[config.mk]
export PLATFORM = sky130hd
export DESIGN_NAME = wdog_twostage
export DESIGN_NICKNAME = d
export VERILOG_FILES = /design/src/rtl/wdog_pkg.sv /design/src/rtl/wdog_regs.sv /design/src/rtl/wdog_counter.sv /design/src/rtl/wdog_rst_pulse.sv /design/src/rtl/wdog_twostage.sv
export SDC_FILE = /design/constraint.sdc
export NUM_CORES = 1
export LEC_CHECK = 0
export BUFFER_PORTS_ARGS = -buffer_cell sky130_fd_sc_hd__clkbuf_2
export CAP_MARGIN = 20
export CORE_MARGIN = 3
export CORE_UTILIZATION = 25
export CTS_CLUSTER_SIZE = 14
export DETAILED_ROUTE_END_ITERATION = 8
export MAX_ROUTING_LAYER = met4
export PLACE_DENSITY = 0.41
export SLEW_MARGIN = 20
export SYNTH_ARGS = -nofsm -noshare
export SYNTH_HDL_FRONTEND = slang
export SYNTH_SLANG_ARGS = --single-unit
[constraint.sdc]
create_clock -name clk -period 2.4 [get_ports clk]
set_input_delay 0.36 -clock clk [delete_from_list [all_inputs] [get_ports clk]]
set_output_delay 0.36 -clock clk [all_outputs]
set_load 0.01 [all_outputs]
[src/rtl/wdog_pkg.sv]
package wdog_pkg;
  localparam int BUS_W  = 32;
  localparam int ADDR_W = 12;

  // Offsets decoded by software
  localparam logic [ADDR_W-1:0] OFF_LOAD  = 12'h000;
  localparam logic [ADDR_W-1:0] OFF_COUNT = 12'h004;
  localparam logic [ADDR_W-1:0] OFF_CTRL  = 12'h008;
  localparam logic [ADDR_W-1:0] OFF_SVC   = 12'h00C;
  localparam logic [ADDR_W-1:0] OFF_STAT  = 12'h014;
  localparam logic [ADDR_W-1:0] OFF_LOCK  = 12'hC00;

  localparam logic [BUS_W-1:0] OPEN_KEY = 32'h1ACC_E551;

  typedef struct packed {
    logic rst_arm;  // bit 1
    logic run;      // bit 0
  } wd_ctrl_t;

  function automatic logic key_matches(input logic [BUS_W-1:0] d);
    return d == OPEN_KEY;
  endfunction
endpackage

[src/rtl/wdog_regs.sv]
module wdog_regs
  import wdog_pkg::*;
#(
  parameter int CNT_W = 32
) (
  input  logic              clk,
  input  logic              rst_n,
  input  logic              bus_wr,
  input  logic [ADDR_W-1:0] bus_addr,
  input  logic [BUS_W-1:0]  bus_wdata,
  input  logic              expire,
  input  logic              pulse_done,
  output logic              locked,
  output logic [CNT_W-1:0]  load_q,
  output wd_ctrl_t          ctrl_q,
  output logic              pend_q,
  output logic              svc_hit
);
  logic wr_ok;

  assign wr_ok   = bus_wr && !locked && (bus_addr != OFF_LOCK);
  assign svc_hit = wr_ok && (bus_addr == OFF_SVC);

  always_ff @(posedge clk or negedge rst_n) begin
    if (!rst_n) begin
      locked <= 1'b1;
      load_q <= '1;
      ctrl_q <= '0;
      pend_q <= 1'b0;
    end else begin
      if (bus_wr && bus_addr == OFF_LOCK)
        locked <= !key_matches(bus_wdata);
      if (wr_ok && bus_addr == OFF_LOAD)
        load_q <= bus_wdata[CNT_W-1:0];
      if (pulse_done)
        ctrl_q <= '0;
      else if (wr_ok && bus_addr == OFF_CTRL)
        ctrl_q <= '{rst_arm: bus_wdata[1], run: bus_wdata[0]};
      if (pulse_done || svc_hit)
        pend_q <= 1'b0;
      else if (expire)
        pend_q <= 1'b1;
    end
  end
endmodule

[src/rtl/wdog_counter.sv]
module wdog_counter #(
  parameter int CNT_W = 32
) (
  input  logic             clk,
  input  logic             rst_n,
  input  logic             run,
  input  logic             reload,
  input  logic [CNT_W-1:0] load_val,
  output logic [CNT_W-1:0] cnt_q,
  output logic             expire
);
  function automatic logic [CNT_W-1:0] next_count(
    input logic [CNT_W-1:0] c,
    input logic [CNT_W-1:0] l,
    input logic             go,
    input logic             rl
  );
    if (rl)        return l;
    if (!go)       return c;
    if (c == '0)   return l;
    return c - CNT_W'(1);
  endfunction

  assign expire = run && !reload && (cnt_q == '0);

  always_ff @(posedge clk or negedge rst_n) begin
    if (!rst_n) cnt_q <= '1;
    else        cnt_q <= next_count(cnt_q, load_val, run, reload);
  end
endmodule

[src/rtl/wdog_rst_pulse.sv]
module wdog_rst_pulse #(
  parameter int PULSE_LEN = 16
) (
  input  logic clk,
  input  logic rst_n,
  input  logic trigger,
  output logic rst_out,
  output logic done
);
  localparam int PW = $clog2(PULSE_LEN + 1);
  localparam logic [PW-1:0] LAST = PW'(PULSE_LEN - 1);

  logic          active_q;
  logic [PW-1:0] idx_q;

  assign rst_out = active_q;
  assign done    = active_q && (idx_q == LAST);

  always_ff @(posedge clk or negedge rst_n) begin
    if (!rst_n) begin
      active_q <= 1'b0;
      idx_q    <= '0;
    end else if (!active_q) begin
      if (trigger) begin
        active_q <= 1'b1;
        idx_q    <= '0;
      end
    end else if (done) begin
      active_q <= 1'b0;
    end else begin
      idx_q <= idx_q + PW'(1);
    end
  end
endmodule

[src/rtl/wdog_twostage.sv]
module wdog_twostage
  import wdog_pkg::*;
#(
  parameter int CNT_W     = 32,
  parameter int PULSE_LEN = 16
) (
  input  logic        clk,
  input  logic        rst_n,
  input  logic        bus_wr,
  input  logic [11:0] bus_addr,
  input  logic [31:0] bus_wdata,
  output logic [31:0] bus_rdata,
  output logic        irq,
  output logic        wdt_rst
);
  logic             locked;
  logic [CNT_W-1:0] load_q;
  logic [CNT_W-1:0] cnt_q;
  wd_ctrl_t         ctrl_q;
  logic             ctrl_run;
  logic             ctrl_arm;
  logic             pend_q;
  logic             svc_hit;
  logic             expire;
  logic             second_expiry;
  logic             pulse_done;

  assign ctrl_run = ctrl_q.run;
  assign ctrl_arm = ctrl_q.rst_arm;

  wdog_regs #(.CNT_W(CNT_W)) u_regs (
    .clk(clk), .rst_n(rst_n), .bus_wr(bus_wr), .bus_addr(bus_addr),
    .bus_wdata(bus_wdata), .expire(expire), .pulse_done(pulse_done),
    .locked(locked), .load_q(load_q), .ctrl_q(ctrl_q), .pend_q(pend_q),
    .svc_hit(svc_hit)
  );

  wdog_counter #(.CNT_W(CNT_W)) u_cnt (
    .clk(clk), .rst_n(rst_n), .run(ctrl_run), .reload(svc_hit),
    .load_val(load_q), .cnt_q(cnt_q), .expire(expire)
  );

  assign second_expiry = expire && pend_q && ctrl_arm;

  wdog_rst_pulse #(.PULSE_LEN(PULSE_LEN)) u_pulse (
    .clk(clk), .rst_n(rst_n), .trigger(second_expiry),
    .rst_out(wdt_rst), .done(pulse_done)
  );

  assign irq = pend_q && ctrl_run;

  always_comb begin
    case (bus_addr)
      OFF_LOAD:  bus_rdata = BUS_W'(load_q);
      OFF_COUNT: bus_rdata = BUS_W'(cnt_q);
      OFF_CTRL:  bus_rdata = BUS_W'({ctrl_arm, ctrl_run});
      OFF_STAT:  bus_rdata = BUS_W'(pend_q);
      default:   bus_rdata = '0;
    endcase
  end
endmodule

==> results of run 1 <==
==> kinds of logic after synthesis <==
group                    count (synthesis)
flip-flops                              74
buffers and inverters                   44
AND/OR/NAND/NOR                        200
multiplexers                            44
AO/OA/AOI/OAI                          118
XOR/XNOR                                 2
adder cells (fa/ha/maj)                  4
==> state kept, by name, summed over array words and instances (netlist names) <==
register	flops
u_regs.ctrl_q	2
u_cnt.cnt_q	32
u_regs.load_q	32
u_regs.pend_q	1
u_pulse.rst_out	1
u_regs.locked	1
u_pulse.idx_q	5
==> routing by layer <==
metal  vias up  wire, um  GRT usage [%]
met3        21       791          3.361
met5         -         0              -
met2       131      8320          27.74
li1       2153         -              -
met1      2317      8092          23.10
met4         0       289          5.451
==> stage by stage <==
stage	std cells	setup slack (ns)
5_1_grt	841	-0.1279
6_report	841	-0.02193
4_1_cts	840	-0.005272
3_3_place_gp	825	0.005931
2_1_floorplan	486	0.05764
3_5_place_dp	825	-0.01151
==> repair_timing <==
| action | 4_1_cts | 5_1_grt |
|---|---|---|
| resized for setup | 2 | 27 |
| buffers inserted | 0 | 1 |
| pin swaps | 1 | 21 |
| endpoints found under the setup margin | 3 | 33 |
==> power breakdown <==
part           leakage (nW)  internal, mW  switching (mW)
registers             0.778          1.25       0.0000727
logic                  1.69        0.0396          0.0607
clock network         0.142         0.825           0.540
==> cell usage after synthesis, types with 4 or more instances <==
cell	number
a21oi_1	23
a22o_1	30
a2bb2oi_1	6
a31oi_1	7
buf_2	6
clkbuf_1	23
dfrtp_1	9
dfstp_2	65
ha_1	4
inv_1	11
mux2_2	32
mux2i_1	12
nand2_1	27
nand3_1	27
nand4_1	14
nor2_1	33
nor3_1	16
nor4_1	20
nor4_2	4
nor4bb_1	4
o21ai_0	9
o221ai_1	4
o22ai_1	4
o311ai_0	4
or2_2	8
or3_1	5
or4_1	14
==> worst max path at each step <==
stage | slack [ns] | end | cells past startpoint
global route | -0.13 | u_cnt.cnt_q[18]$_DFFE_PN1P_ | 8
floorplan | 0.06 | u_cnt.cnt_q[16]$_DFFE_PN1P_ | 7
detailed placement | -0.01 | u_cnt.cnt_q[16]$_DFFE_PN1P_ | 7
CTS | -0.005 | u_cnt.cnt_q[16]$_DFFE_PN1P_ | 7
finish | -0.02 | u_cnt.cnt_q[19]$_DFFE_PN1P_ | 8
global placement | 0.006 | u_cnt.cnt_q[16]$_DFFE_PN1P_ | 7
==> worst max-delay path: cells and delay by family, from the launching register on <==
| family | cells | cell delay [ns] |
|---|---|---|
| flip-flops | 1 | 0.38 |
| AND/OR/NAND/NOR | 3 | 1.32 |
| adder cells (fa/ha/maj) | 1 | 0.12 |
| buffers and inverters | 2 | 0.27 |
| AO/OA/AOI/OAI | 2 | 0.26 |
==> cell type report <==
class	count	area share, %
Clock buffer	12	3.957
Tap cell	229	4.599
Clock inverter	3	0.6427
Inverter	11	0.6628
Timing Repair Buffer	144	15.16
Sequential cell	74	31.03
Multi-Input combinational cell	368	43.94
==> out/results.txt, run 1 <==
Pwr Density - 436.5 nW/um2
CTS root buf - clkbuf_16
Total track usage - 17.65%
Fin crit share - 100.9%
Most frequent cells in the layout - clkbuf_2 (79), dfstp_2 (65), buf_4 (58), mux2_2 (32), nor2_1 (31)
Largest net degree at the start of global routing - 59
Worst vdd ir - 0.2853 mV
Worst Path Max Fanout - 8
Max-slew violation total from the final report - 0
Final instance area - 6230 um2
Number of routed nets with antenna violations - 0
Core area - 18270 um2
Final hold viol count - 0
Storage element area - 1933 um2
Die Y - 143.7 um
I/O pin cnt - 81
Worst r2r src - u_cnt.cnt_q[0]$_DFFE_PN1P_
DRT Wirelength - 17.49 mm
Initial Utilization - 25.96%
# clock sinks - 74
First-pass GRT wire length - 27.09 mm
Crit end category - flop
Most common cell after layout, fill and taps aside - clkbuf_2
Share of synthesized registers carrying an async set or reset - 100.0%
Final worst setup slack - -0.02193 ns
Final core utilization - 34.10%
R2R Setup Slk - -0.02 ns
Startpoint Class - flop
Combinational family with the most area after synthesis - simple AND/OR/NAND/NOR gates
Syn Std Cell Area - 4742 um2
Post-Synth XOR/XNOR Area - 0.3694%
Tmin final - 2.422 ns
Reg-to-reg critical path endpoint - u_cnt.cnt_q[19]$_DFFE_PN1P_
First-pass DRT Iterations - 5
Final setup viols - 6
Sequential element share of the synthesized area - 40.77%
Worst Max-Slew Pin Slew - 0.8038 ns
Clock Path Buffers - 2
Worst Skew - 0.009150 ns
Setup Total Neg Slack - -0.08120 ns
I/O Buffers - 80
Top FF cell, synth - dfstp_2
Vias in the first global route - 4667
Post-synth EDFFs - 0
Share of cells above drive strength 1 - 48.69%
Critical path's largest stage delay - 0.58 ns
Data arrival, critical path - 2.70 ns
Leading area contributor after synthesis - dfstp_2
Number of max-cap violations - 0
Global route total overflow - 0
Via Count - 4622
Final Hold Slack - 0.1251 ns
Static leakage - 2.606 nW
Seq cells post-synth - 74
Syn_area_per_cell - 9.757 um2
Residual DRC - 0
Compound-Gate Fraction of Synth Area - 19.08%
Die area - 20660 um2
Fill cells - 1870
Cell variety after synth - 66
Syn Inst Count - 486
Post-Synth Adder-Cell Area - 1.055%
RePlAce Congestion - 0.9033
Clock Latency Late Sink - 0.35 ns
Multi-input logic area - 2738 um2
Area after DPL - 5821 um2
Worst Path Required - 2.67 ns
Worst Hold Class - primary input to asynchronous set/reset pin
Crit path kind - flop to flop
Share of the synthesized area in the top cell type - 36.02%
RSZ-0062 raised after global routing - yes
Run status - finished with violations
Critical-path cell list - inv_2 -> ha_4 -> or4b_4 -> or4_4 -> nor3_4 -> buf_6 -> o311ai_1 -> a21oi_1
Simple-gate area share of the yosys netlist - 24.64%
# nets final - 659
Hold_buf cts - 0
Mux cell area share after synthesis - 10.13%
Initial DRC count - 388
Tot Pwr - 2.720 mW
DP HPWL - 12.94 mm
Cts bufs inserted - 9
Area Overhead vs Synth - 31.37%
Antenna violations before repair - 0
Row count - 49
Die X - 143.7 um
Number of synthesis warnings - 0
Htree depth - 3
CTS tree - yes
FF-to-FF path depth - 8
Failing checks - setup timing
Worst path slowest cell - or4_4
Syn nets - 537
Top post-synthesis cells by area - dfstp_2 (36%), mux2_2 (7.6%), a22o_1 (5.5%), dfrtp_1 (4.7%), nand3_1 (2.8%)
Ant. Diodes - 0
Clock transition at the registers of the reported paths - 0.06 ns
WL/cell - 20.80 um
Worst setup startpoint - u_cnt.cnt_q[0]$_DFFE_PN1P_
Fmax - 412.9 MHz
Slew headroom - 46.41%
Avg Vias per Cell - 5.496
(Power assumes the default switching activity.)
==> run 2, diff against run 1 <==
PLACE_DENSITY = 0.4   (was 0.41)
clock period = 2.5 ns   (was 2.4 ns; I/O delays follow)
==> out/results.txt, run 2 (synthesis results as in run 1) <==
Setup Total Neg Slack - 0 ns (was -0.08120 ns)
Cts bufs inserted - 9 (unchanged)
First-pass GRT wire length - 27.68 mm (was 27.09 mm)
Pwr Density - 433.7 nW/um2 (was 436.5 nW/um2)
Crit path kind - flop to flop (unchanged)
I/O Buffers - 80 (unchanged)
Worst Path Required - 2.76 ns (was 2.67 ns)
Clock transition at the registers of the reported paths - 0.06 ns (about the same)
Residual DRC - 0 (unchanged)
FF-to-FF path depth - 7 (was 8)
Number of max-cap violations - 0 (unchanged)
Htree depth - 3 (unchanged)
Area Overhead vs Synth - 28.65% (was 31.37%)
Clock Path Buffers - 2 (unchanged)
Total track usage - 18.22% (was 17.65%)
Fin crit share - 95.49% (was 100.9%)
Global route total overflow - 0 (unchanged)
Slew headroom - 43.70% (was 46.41%)
Final setup viols - 0 (was 6)
Worst Hold Class - primary input to asynchronous set/reset pin (unchanged)
Die Y - 143.7 um (unchanged)
Max-slew violation total from the final report - 0 (unchanged)
CTS root buf - clkbuf_16 (unchanged)
Tot Pwr - 2.646 mW (was 2.720 mW)
Post-CTS setup buffer count - 0 (unchanged)
Run status - completed (was finished with violations)
Initial DRC count - 323 (was 388)
Row count - 49 (unchanged)
Final worst setup slack - 0.1128 ns (was -0.02193 ns)
Avg Vias per Cell - 5.455 (was 5.496)
Pre-CTS setup slack - -0.01421 ns (was -0.01151 ns)
Worst r2r src - u_cnt.cnt_q[0]$_DFFE_PN1P_ (unchanged)
Most common cell after layout, fill and taps aside - clkbuf_2 (unchanged)
CTS tree - yes (unchanged)
Tmin final - 2.387 ns (was 2.422 ns)
Fill cells - 1954 (was 1870)
Initial Utilization - 25.96% (unchanged)
Largest net degree at the start of global routing - 44 (was 59)
Number of routed nets with antenna violations - 0 (unchanged)
I/O pin cnt - 81 (unchanged)
Placed cell count - 821 (was 825)
Crit end category - flop (unchanged)
WL/cell - 21.29 um (was 20.80 um)
Worst vdd ir - 0.3250 mV (was 0.2853 mV)
Clock Latency Late Sink - 0.35 ns (about the same)
Worst Skew - 0.006809 ns (was 0.009150 ns)
First-pass DRT Iterations - 4 (was 5)
Die area - 20660 um2 (unchanged)
Top Registers - u_cnt.cnt_q (32), u_regs.load_q (32), u_pulse.idx_q (5) (unchanged)
Final hold viol count - 0 (unchanged)
Ant. Diodes - 0 (unchanged)
R2R Setup Slk - 0.11 ns (was -0.02 ns)
RePlAce Congestion - 0.8877 (was 0.9033)
Static leakage - 2.552 nW (was 2.606 nW)
Startpoint Class - flop (unchanged)
Via Count - 4560 (was 4622)
Worst Path Max Fanout - 4 (was 8)
Core area - 18270 um2 (unchanged)
Share of cells above drive strength 1 - 45.47% (was 48.69%)
Antenna violations before repair - 0 (unchanged)
DP HPWL - 13.44 mm (was 12.94 mm)
Fmax - 418.9 MHz (was 412.9 MHz)
Die X - 143.7 um (unchanged)
Reg-to-reg critical path endpoint - u_cnt.cnt_q[16]$_DFFE_PN1P_ (was u_cnt.cnt_q[19]$_DFFE_PN1P_)
Vias in the first global route - 4651 (was 4667)
# clock sinks - 74 (unchanged)
Hold_buf cts - 0 (unchanged)
DRT Wirelength - 17.80 mm (was 17.49 mm)
# nets final - 654 (was 659)
Most frequent cells in the layout - clkbuf_2 (79), dfstp_2 (65), buf_4 (56), mux2_2 (32), nor2_1 (31) (was clkbuf_2 (79), dfstp_2 (65), buf_4 (58), mux2_2 (32), nor2_1 (31))
Worst Max-Slew Pin Slew - 0.8406 ns (was 0.8038 ns)
Data arrival, critical path - 2.65 ns (was 2.70 ns)
Fin cells - 836 (was 841)
-- run 2: metal layers --
layer	global-route usage, %	part of all wire [%]
met1	24.25	47
met2	28.99	47
met3	2.063	3.7
met4	5.946	1.6
met5	-	0
-- run 2: where the power goes --
| group | switching [mW] | leakage [nW] | internal (mW) |
|---|---|---|---|
| Sequential | 0.0000499 | 0.778 | 1.20 |
| Clock | 0.520 | 0.142 | 0.823 |
| Combinational | 0.0599 | 1.63 | 0.0391 |
-- run 2: cell type report --
cell class	count	area, um2	area share (%)
inverter	11	41.29	0.6768
sequential	74	1933	31.69
tap	229	286.5	4.696
clock buffer	13	260.3	4.266
clock inverter	2	37.54	0.6153
timing repair buffer	139	887.1	14.54
multi-input combinational	368	2655	43.52
-- run 2: per-stage QoR --
| step | utilization, % | cell area, um2 | hold WS, ns |
|---|---|---|---|
| floorplan | - | 4742 | 0.07941 |
| global placement | 31.58 | 5771 | 0.4374 |
| detailed placement | 31.63 | 5778 | 0.4431 |
| CTS | 33.28 | 6081 | 0.07236 |
| global route | 33.39 | 6101 | 0.1002 |
| finish | 33.39 | 6101 | 0.06435 |
-- run 2: worst max path at each step --
stage	start	endpoint	cells after the start
2_1_floorplan	u_cnt.cnt_q[0]$_DFFE_PN1P_	u_cnt.cnt_q[16]$_DFFE_PN1P_	7
3_3_place_gp	u_cnt.cnt_q[0]$_DFFE_PN1P_	u_cnt.cnt_q[20]$_DFFE_PN1P_	8
3_5_place_dp	u_cnt.cnt_q[0]$_DFFE_PN1P_	u_cnt.cnt_q[20]$_DFFE_PN1P_	8
4_1_cts	u_cnt.cnt_q[23]$_DFFE_PN1P_	u_cnt.cnt_q[31]$_DFFE_PN1P_	7
5_1_grt	u_cnt.cnt_q[1]$_DFFE_PN1P_	u_cnt.cnt_q[4]$_DFFE_PN1P_	8
6_report	u_cnt.cnt_q[0]$_DFFE_PN1P_	u_cnt.cnt_q[16]$_DFFE_PN1P_	7
-- run 2: what timing repair did --
action / CTS / global route
setup endpoints to repair: 1 / 19
pin swaps: 0 / 2
gates resized for setup: 1 / 3
-- run 2: critical path: stages (launching register included) --
cell and delay (ns):
dfstp_2 0.37, inv_1 0.06, ha_1 0.14, or4b_4 0.48, or4_4 0.49, o32ai_1 0.29
a21oi_1 0.10, or3_1 0.37
